--- src/rtl/elu_pkg.sv ---
package elu_pkg;
   typedef enum logic [1:0] {
      EL_NONE  = 2'd0,
      EL_PEND  = 2'd1,
      EL_VALID = 2'd2,
      EL_INVAL = 2'd3
   } el_state_e;

   localparam logic [1:0] OP_NOWR = 2'd0;
   localparam logic [1:0] OP_ALU  = 2'd1;
   localparam logic [1:0] OP_LDI  = 2'd2;
   localparam logic [1:0] OP_LDR  = 2'd3;
endpackage

--- src/rtl/elu_predecode.sv ---
module elu_predecode #(
   parameter int REG_W  = 3,
   parameter int IMM_W  = 4,
   parameter bit IDX_EN = 1'b1,
   localparam int INSN_W = 3 + 3*REG_W + IMM_W
) (
   input  logic [INSN_W-1:0] insn,
   output logic              is_load,
   output logic              use_idx,
   output logic              sub,
   output logic              writes,
   output logic [REG_W-1:0]  rd,
   output logic [REG_W-1:0]  base,
   output logic [REG_W-1:0]  idx,
   output logic [IMM_W-1:0]  imm
);
   import elu_pkg::*;

   localparam int IDX_LSB  = IMM_W;
   localparam int BASE_LSB = IMM_W + REG_W;
   localparam int RD_LSB   = IMM_W + 2*REG_W;
   localparam int SUB_BIT  = IMM_W + 3*REG_W;
   localparam int OP_LSB   = SUB_BIT + 1;

   logic [1:0] op;

   // field layout
   assign op   = insn[OP_LSB +: 2];
   assign sub  = insn[SUB_BIT];
   assign rd   = insn[RD_LSB +: REG_W];
   assign base = insn[BASE_LSB +: REG_W];
   assign idx  = insn[IDX_LSB +: REG_W];
   assign imm  = insn[IMM_W-1:0];
   assign writes = (op != OP_NOWR);

   generate
      if (IDX_EN) begin : g_idx
         assign is_load = (op == OP_LDI) || (op == OP_LDR);
         assign use_idx = (op == OP_LDR);
      end else begin : g_noidx
         assign is_load = (op == OP_LDI);
         assign use_idx = 1'b0;
      end
   endgenerate
endmodule

--- src/rtl/elu_scoreboard.sv ---
module elu_scoreboard #(
   parameter int NREG  = 8,
   parameter int CNT_W = 3,
   localparam int REG_W = $clog2(NREG)
) (
   input  logic             clk,
   input  logic             rst_n,
   input  logic             clr,
   input  logic             inc,
   input  logic [REG_W-1:0] inc_reg,
   input  logic             dec,
   input  logic [REG_W-1:0] dec_reg,
   output logic [NREG-1:0]  busy
);
   generate
      for (genvar r = 0; r < NREG; r++) begin : g_reg
         logic [CNT_W-1:0] cnt;
         logic             up, dn;
         assign up = inc && (inc_reg == REG_W'(r));
         assign dn = dec && (dec_reg == REG_W'(r)) && (cnt != '0);
         always_ff @(posedge clk) begin
            if (!rst_n || clr)   cnt <= '0;
            else if (up && !dn)  cnt <= cnt + 1'b1;
            else if (dn && !up)  cnt <= cnt - 1'b1;
         end
         assign busy[r] = (cnt != '0);
      end
   endgenerate
endmodule

--- src/rtl/elu_pick.sv ---
module elu_pick #(
   parameter int QDEPTH = 8,
   localparam int QW = $clog2(QDEPTH)
) (
   input  logic [QDEPTH-1:0] elig,
   input  logic [QW-1:0]     head,
   output logic              found,
   output logic [QW-1:0]     sel
);
   logic [QW-1:0] slot;

   // oldest eligible entry, scanning from the queue head
   always_comb begin
      found = 1'b0;
      sel   = head;
      slot  = head;
      for (int k = 0; k < QDEPTH; k++) begin
         slot = head + QW'(k);
         if (!found && elig[slot]) begin
            found = 1'b1;
            sel   = slot;
         end
      end
   end
endmodule

--- src/rtl/early_load_unit.sv ---
module early_load_unit #(
   parameter int QDEPTH  = 8,
   parameter int NREG    = 8,
   parameter int AW      = 16,
   parameter int DW      = 32,
   parameter int IMM_W   = 4,
   parameter int EPOCH_W = 2,
   parameter int CNT_W   = 3,
   parameter bit IDX_EN  = 1'b1,
   localparam int QW     = $clog2(QDEPTH),
   localparam int REG_W  = $clog2(NREG),
   localparam int INSN_W = 3 + 3*REG_W + IMM_W,
   localparam int TAG_W  = EPOCH_W + QW
) (
   input  logic              clk,
   input  logic              rst_n,
   input  logic              flush,
   input  logic              alloc_valid,
   input  logic [INSN_W-1:0] alloc_insn,
   input  logic              issue_valid,
   input  logic              lsu_busy,
   output logic [REG_W-1:0]  rf_ra_base,
   output logic [REG_W-1:0]  rf_ra_idx,
   input  logic [DW-1:0]     rf_rdata_base,
   input  logic [DW-1:0]     rf_rdata_idx,
   output logic              req_valid,
   output logic [AW-1:0]     req_addr,
   output logic [TAG_W-1:0]  req_tag,
   input  logic              rsp_valid,
   input  logic [TAG_W-1:0]  rsp_tag,
   input  logic [DW-1:0]     rsp_data,
   input  logic              wb_valid,
   input  logic [REG_W-1:0]  wb_reg,
   input  logic              st_valid,
   input  logic [AW-1:0]     st_addr,
   output logic              fwd_valid,
   output logic [DW-1:0]     fwd_data
);
   import elu_pkg::*;

   generate
      if (QDEPTH < 2 || (1 << QW) != QDEPTH) begin : g_bad_depth
         $error("QDEPTH must be a power of two of at least 2");
      end
      if (NREG < 2 || (1 << REG_W) != NREG) begin : g_bad_nreg
         $error("NREG must be a power of two of at least 2");
      end
      if (DW < AW || DW < IMM_W) begin : g_bad_width
         $error("DW must cover AW and IMM_W");
      end
      if (EPOCH_W < 1 || CNT_W < 1) begin : g_bad_cnt
         $error("EPOCH_W and CNT_W must be positive");
      end
   endgenerate

   // per-slot shadow entries
   logic [QDEPTH-1:0] e_v, e_ld, e_uidx, e_sub, e_wr;
   logic [REG_W-1:0]  e_rd   [QDEPTH];
   logic [REG_W-1:0]  e_base [QDEPTH];
   logic [REG_W-1:0]  e_idx  [QDEPTH];
   logic [IMM_W-1:0]  e_imm  [QDEPTH];
   logic [AW-1:0]     e_ea   [QDEPTH];
   logic [DW-1:0]     e_dat  [QDEPTH];
   logic [EPOCH_W-1:0] e_ep  [QDEPTH];
   el_state_e         e_st   [QDEPTH];
   logic [QW-1:0]     head, tail;

   // decode at allocation
   logic              d_ld, d_uidx, d_sub, d_wr;
   logic [REG_W-1:0]  d_rd, d_base, d_idx;
   logic [IMM_W-1:0]  d_imm;

   elu_predecode #(.REG_W(REG_W), .IMM_W(IMM_W), .IDX_EN(IDX_EN)) u_dec (
      .insn(alloc_insn), .is_load(d_ld), .use_idx(d_uidx), .sub(d_sub),
      .writes(d_wr), .rd(d_rd), .base(d_base), .idx(d_idx), .imm(d_imm)
   );

   // in-flight writer scoreboard
   logic [NREG-1:0] sb_busy;
   logic            do_issue, do_alloc;

   assign do_issue = issue_valid && !flush && e_v[head];
   assign do_alloc = alloc_valid && !flush;

   elu_scoreboard #(.NREG(NREG), .CNT_W(CNT_W)) u_sb (
      .clk(clk), .rst_n(rst_n), .clr(flush),
      .inc(do_issue && e_wr[head]), .inc_reg(e_rd[head]),
      .dec(wb_valid), .dec_reg(wb_reg),
      .busy(sb_busy)
   );

   // per-entry hazard and eligibility logic
   logic [QW-1:0]     age [QDEPTH];
   logic [QDEPTH-1:0] older_wr, inv_hit, rsp_hit, elig;

   generate
      for (genvar i = 0; i < QDEPTH; i++) begin : g_ent
         logic ow;
         assign age[i] = QW'(i) - head;
         // older queued writer of an address register
         always_comb begin
            ow = 1'b0;
            for (int j = 0; j < QDEPTH; j++) begin
               if (e_v[j] && e_wr[j] && (age[j] < age[i]) &&
                   ((e_rd[j] == e_base[i]) || (e_uidx[i] && (e_rd[j] == e_idx[i]))))
                  ow = 1'b1;
            end
         end
         assign older_wr[i] = ow;
         // register write-back or store alias
         assign inv_hit[i] =
            (wb_valid && ((wb_reg == e_base[i]) || (e_uidx[i] && (wb_reg == e_idx[i])))) ||
            (st_valid && (st_addr == e_ea[i]));
         // tag match
         assign rsp_hit[i] = rsp_valid && (rsp_tag == {e_ep[i], QW'(i)});
         assign elig[i] = e_v[i] && e_ld[i] && (e_st[i] == EL_NONE) &&
                          !sb_busy[e_base[i]] &&
                          !(e_uidx[i] && sb_busy[e_idx[i]]) &&
                          !older_wr[i] &&
                          !(issue_valid && (head == QW'(i)));
      end
   endgenerate

   logic          found;
   logic [QW-1:0] sel;

   elu_pick #(.QDEPTH(QDEPTH)) u_pick (
      .elig(elig), .head(head), .found(found), .sel(sel)
   );

   // effective address of the chosen entry
   logic [DW-1:0] off_val;
   logic [AW-1:0] ea_new;
   logic          start;

   assign rf_ra_base = e_base[sel];
   assign rf_ra_idx  = e_idx[sel];
   assign off_val    = e_uidx[sel] ? rf_rdata_idx : DW'(e_imm[sel]);
   assign ea_new     = AW'(e_sub[sel] ? (rf_rdata_base - off_val)
                                      : (rf_rdata_base + off_val));
   assign start      = found && !lsu_busy && !flush &&
                       !(st_valid && (st_addr == ea_new));

   assign req_valid = start;
   assign req_addr  = ea_new;
   assign req_tag   = {e_ep[sel], sel};

   // forward at issue
   assign fwd_valid = do_issue && (e_st[head] == EL_VALID) && !inv_hit[head];
   assign fwd_data  = fwd_valid ? e_dat[head] : '0;

   always_ff @(posedge clk) begin
      if (!rst_n) begin
         head <= '0;
         tail <= '0;
         for (int i = 0; i < QDEPTH; i++) begin
            e_v[i]    <= 1'b0;
            e_ld[i]   <= 1'b0;
            e_uidx[i] <= 1'b0;
            e_sub[i]  <= 1'b0;
            e_wr[i]   <= 1'b0;
            e_rd[i]   <= '0;
            e_base[i] <= '0;
            e_idx[i]  <= '0;
            e_imm[i]  <= '0;
            e_ea[i]   <= '0;
            e_dat[i]  <= '0;
            e_ep[i]   <= '0;
            e_st[i]   <= EL_NONE;
         end
      end else if (flush) begin
         // drop every entry, keep epochs
         head <= '0;
         tail <= '0;
         for (int i = 0; i < QDEPTH; i++) begin
            e_v[i]  <= 1'b0;
            e_st[i] <= EL_NONE;
         end
      end else begin
         for (int i = 0; i < QDEPTH; i++) begin
            if (((e_st[i] == EL_PEND) || (e_st[i] == EL_VALID)) && inv_hit[i]) begin
               e_st[i] <= EL_INVAL;
            end else if ((e_st[i] == EL_PEND) && rsp_hit[i]) begin
               e_st[i]  <= EL_VALID;
               e_dat[i] <= rsp_data;
            end
            if (start && (sel == QW'(i))) begin
               e_st[i] <= EL_PEND;
               e_ea[i] <= ea_new;
            end
            if (do_issue && (head == QW'(i))) begin
               e_v[i]  <= 1'b0;
               e_st[i] <= EL_NONE;
            end
            if (do_alloc && (tail == QW'(i))) begin
               e_v[i]    <= 1'b1;
               e_ld[i]   <= d_ld;
               e_uidx[i] <= d_uidx;
               e_sub[i]  <= d_sub;
               e_wr[i]   <= d_wr;
               e_rd[i]   <= d_rd;
               e_base[i] <= d_base;
               e_idx[i]  <= d_idx;
               e_imm[i]  <= d_imm;
               e_st[i]   <= EL_NONE;
               e_ep[i]   <= e_ep[i] + 1'b1;
            end
         end
         head <= head + QW'(do_issue);
         tail <= tail + QW'(do_alloc);
      end
   end
endmodule

--- config.mk ---
export PLATFORM = sky130hd
export DESIGN_NAME = early_load_unit
export DESIGN_NICKNAME = d
export VERILOG_FILES = /design/src/rtl/elu_pkg.sv /design/src/rtl/elu_predecode.sv /design/src/rtl/elu_scoreboard.sv /design/src/rtl/elu_pick.sv /design/src/rtl/early_load_unit.sv
export SDC_FILE = /design/constraint.sdc
export NUM_CORES = 2
export LEC_CHECK = 0
export BUFFER_PORTS_ARGS = -buffer_cell sky130_fd_sc_hd__buf_2
export CAP_MARGIN = 15
export CORE_AREA = 2 2 308 310
export DETAILED_ROUTE_END_ITERATION = 12
export DIE_AREA = 0 0 310 312
export PLACE_DENSITY = 0.61
export SYNTH_ARGS = -nofsm -noshare
export SYNTH_HDL_FRONTEND = slang
export SYNTH_HIERARCHICAL = 1
export SYNTH_SLANG_ARGS = --single-unit
--- constraint.sdc ---
create_clock -name clk -period 30.5 [get_ports clk]
set_clock_uncertainty 0.15 [all_clocks]
set_input_delay 4.575 -clock clk [delete_from_list [all_inputs] [get_ports clk]]
set_output_delay 4.575 -clock clk [all_outputs]
set_load 0.005 [all_outputs]
==> results by group <==
Clocking
  – Clock Latency Late Sink: approximately 0.64 ns
  – Clock tree buffer depth: 3
  – TritonCTS clock tree: done
  – Post-CTS setup buffers: 0
  – Clock Pin Slew Worst Setup and Hold Paths: 0.06 ns
  – CTS root buffer: clkbuf_16
  – Number of CTS-inserted buffers: 68
  – Clock sinks: slightly below 600
  – Post-cts resize count: 0
  – Hold-fix buffer count after cts: 0
  – H-tree levels: 3

Route
  – WL/cell: around 25 um
  – DRT Pass-1 Iters: 6
  – Final wirelength: ~120000 um
  – Starting DRC count in detailed routing: 3024
  – # DRC: 0
  – Via density: approximately 5.8
  – Vias after detailed routing: 27.80k
  – DRT antenna net count: 0

Cells and area
  – Multi-input gate area: ~19000 sq um
  – Layout cells sized above 1: between 10% and 20%
  – Final Instance Area: approximately 41000 sq um
  – Filler Cell Count: roughly 8.8k
  – Area Growth Syn to Fin: 10.38%
  – Register area: around 17000 sq um
  – Post-layout util: between 40% and 50%
  – NumNets Final: about 3.7k

Timing
  – RSZ-0062 raised after global routing: false
  – Tcrit/Tclk final: around 64%
  – Fin crit period: 19.62 ns
  – Setup Total Neg Slack: 0 ns
  – Hold Vio Cnt, Final: 0
  – Slew margin rel.: approximately a fifth
  – Fmax: a little over 50 MHz
  – Final setup violating endpoints: 0
  – Worst slew pin tran: 1.213 ns
  – Final Max Slew Viols: 0

Synthesis
  – Mapped Area: between 30000 and 40000 sq um
  – Seq cells post-synth: just under 600
  – Yosys cell types: 96
  – Mapped Nets: 3680
  – Primary FF master, synth: edfxtp_1
  – Syn_area_per_cell: 10.78 sq um
  – Post-synth EDFFs: 520
  – Synthesized instance count: roughly 3.4k
  – Synth async-reset ratio: 0%
  – Sequential area share after synthesis: 45.77%
  – Synth warnings: 6

Critical path
  – Most used cell, CP: nor2_1
  – WP data required: 25.78 ns
  – Worst Setup Path Type: input pin to primary output
  – R2R Setup Slk: 15.87 ns
  – Crit path arrival time: between 10 and 15 ns
  – Largest fanout on the critical path: 33
  – Worst path max stage delay: roughly 0.95 ns
  – Worst reg2reg path depth: 35
  – Reg2reg end: e_ea[0][41]
  – Reg2reg start: head[0]
  – CP max stage cell: o221ai_1
  – Startpoint Class: input pin
  – CP endpoint kind: primary output

Die
  – Site Rows: 112
  – Placeable Area: a little over 90000 sq um
  – I/O Pins: slightly above 200
  – DIE AREA: about 97000 sq um
  – Die W: between 300 and 400 um
  – Die height: around 310 um
  – Starting Density: around 40%

Power
  – Peak VDD IR: around 0.00005 V
  – Pwr dens: ~51 nW/um^2
  – Leak: between 0.01 and 0.015 uW

Global routing
  – Initial antenna violation count: 11
  – Largest net degree at the start of global routing: between 80 and 90
  – First-pass GRT wire length: 175500 um
  – Vias in the first global route: 26.67k
  – Total track usage: roughly a quarter
  – Grt ovf: 0

Placed design
  – IO buf count: about 170
  – DPL Wire Length: a little under 80000 um
  – Routability-driven placement congestion ratio: between 0.9 and 1
  – Dpl cell area: about 39000 sq um

Min path
  – Min-delay worst type: register to register
  – Hold Path Depth: 2
  – HP Start: e_sub[6]
  – Hold endpoint: e_sub[6]

Run
  – Max Cap Viol: 0

Outcome
  – Status: completed
-- how the worst max path moves through the flow --
stage | startpoint | endpoint | slack (ns) | depth (start not counted)
after global routing | issue_valid | req_valid | 10.34 | 32
after detailed placement | issue_valid | req_valid | 11.11 | 32
after global placement | issue_valid | req_valid | 11.11 | 32
after CTS | issue_valid | req_valid | 11.08 | 32
final | issue_valid | req_valid | 10.88 | 31
after floorplan | issue_valid | req_valid | 13.86 | 33
-- metal layers --
layer,GRT usage [%],up-vias,share of wire [%]
li1,-,12310,-
met3,4.848,240,9.6
met4,9.629,14,4.0
met1,33.15,13820,41
met2,38.26,1418,46
met5,0,-,0.069
-- registers in the layout, indices dropped and copies added (netlist names) --
name,cells
tail,3
e_base,24
e_v,8
e_wr,8
e_imm,32
u_sb/g.cnt,24
e_sub,8
e_ep,16
e_ea,128
e_dat,256
head,3
e_idx,24
e_ld,8
e_st,16
e_rd,24
e_uidx,8
-- critical path, delay by kind of cell --
family	cells	cell delay [ns]
adder cells (fa/ha/maj)	1	0.45
multiplexers	5	2.20
AND/OR/NAND/NOR	6	1.86
buffers and inverters	4	0.88
AO/OA/AOI/OAI	13	4.19
XOR/XNOR	2	0.68
-- cells in the mapped netlist (all sizes together), types with 79 or more instances --
master / n / area (sq um)
mux4: 140 / 3164
nor3: 87 / 435.4
clkbuf: 188 / 725.7
edfxtp: 520 / 15610
nand2: 278 / 1044
nor2: 454 / 1707
inv: 116 / 435.4
buf: 103 / 521.8
a21oi: 122 / 610.6
xnor2: 315 / 2759
nand3: 79 / 395.4
xor2: 271 / 2392
-- cells in the final DEF, fill, tap and decap left out, drive strengths merged, types with 29 or more instances in the layout --
master and count:
a21oi 122, inv 121, o21ai 60, nor3 87, nor4 29, xnor2 315
dfxtp 70, xor2 271, nand3 79, buf 222, nor2b 42, nor2 454
mux2 38, mux2i 52, nand2 278, edfxtp 520, clkbuf 86, ha 77
nand4 69, mux4 140
-- final cells by class --
cell class,instances,share of cell area (%)
Tap cell,1254,3.823
Sequential cell,590,41.49
Antenna cell,3,0.01829
Inverter,118,1.079
Timing Repair Buffer,222,3.022
Multi-Input combinational cell,2450,45.19
Clock buffer,86,4.519
Clock inverter,38,0.8537
-- cells by family after synthesis --
family                   after synthesis  share of synthesized area (%)
adder cells (fa/ha/maj)               86                          3.076
XOR/XNOR                             590                          14.10
AND/OR/NAND/NOR                     1141                          13.90
buffers and inverters                409                          4.547
AO/OA/AOI/OAI                        403                          7.529
multiplexers                         230                          11.07
flip-flops                           590                          45.77
-- power breakdown --
group	leakage (uW)	switching [uW]	internal, uW
Clock	0.00108	342	476
Combinational	0.00795	193	112
Sequential	0.00593	36.1	916
-- per-stage QoR --
step / worst slack (ns) / hold slack, ns / cells / total power (uW)
6_report: 10.88 / 0.3170 / 4761 / 2076
5_1_grt: 10.34 / 0.3346 / 4760 / 2139
3_3_place_gp: 11.11 / 0.3009 / 4634 / 1266
4_1_cts: 11.08 / 0.3159 / 4758 / 2084
2_1_floorplan: 13.86 / 0.2903 / 3449 / 1161
3_5_place_dp: 11.11 / 0.3082 / 4634 / 1269
(Power assumes the default switching activity.)
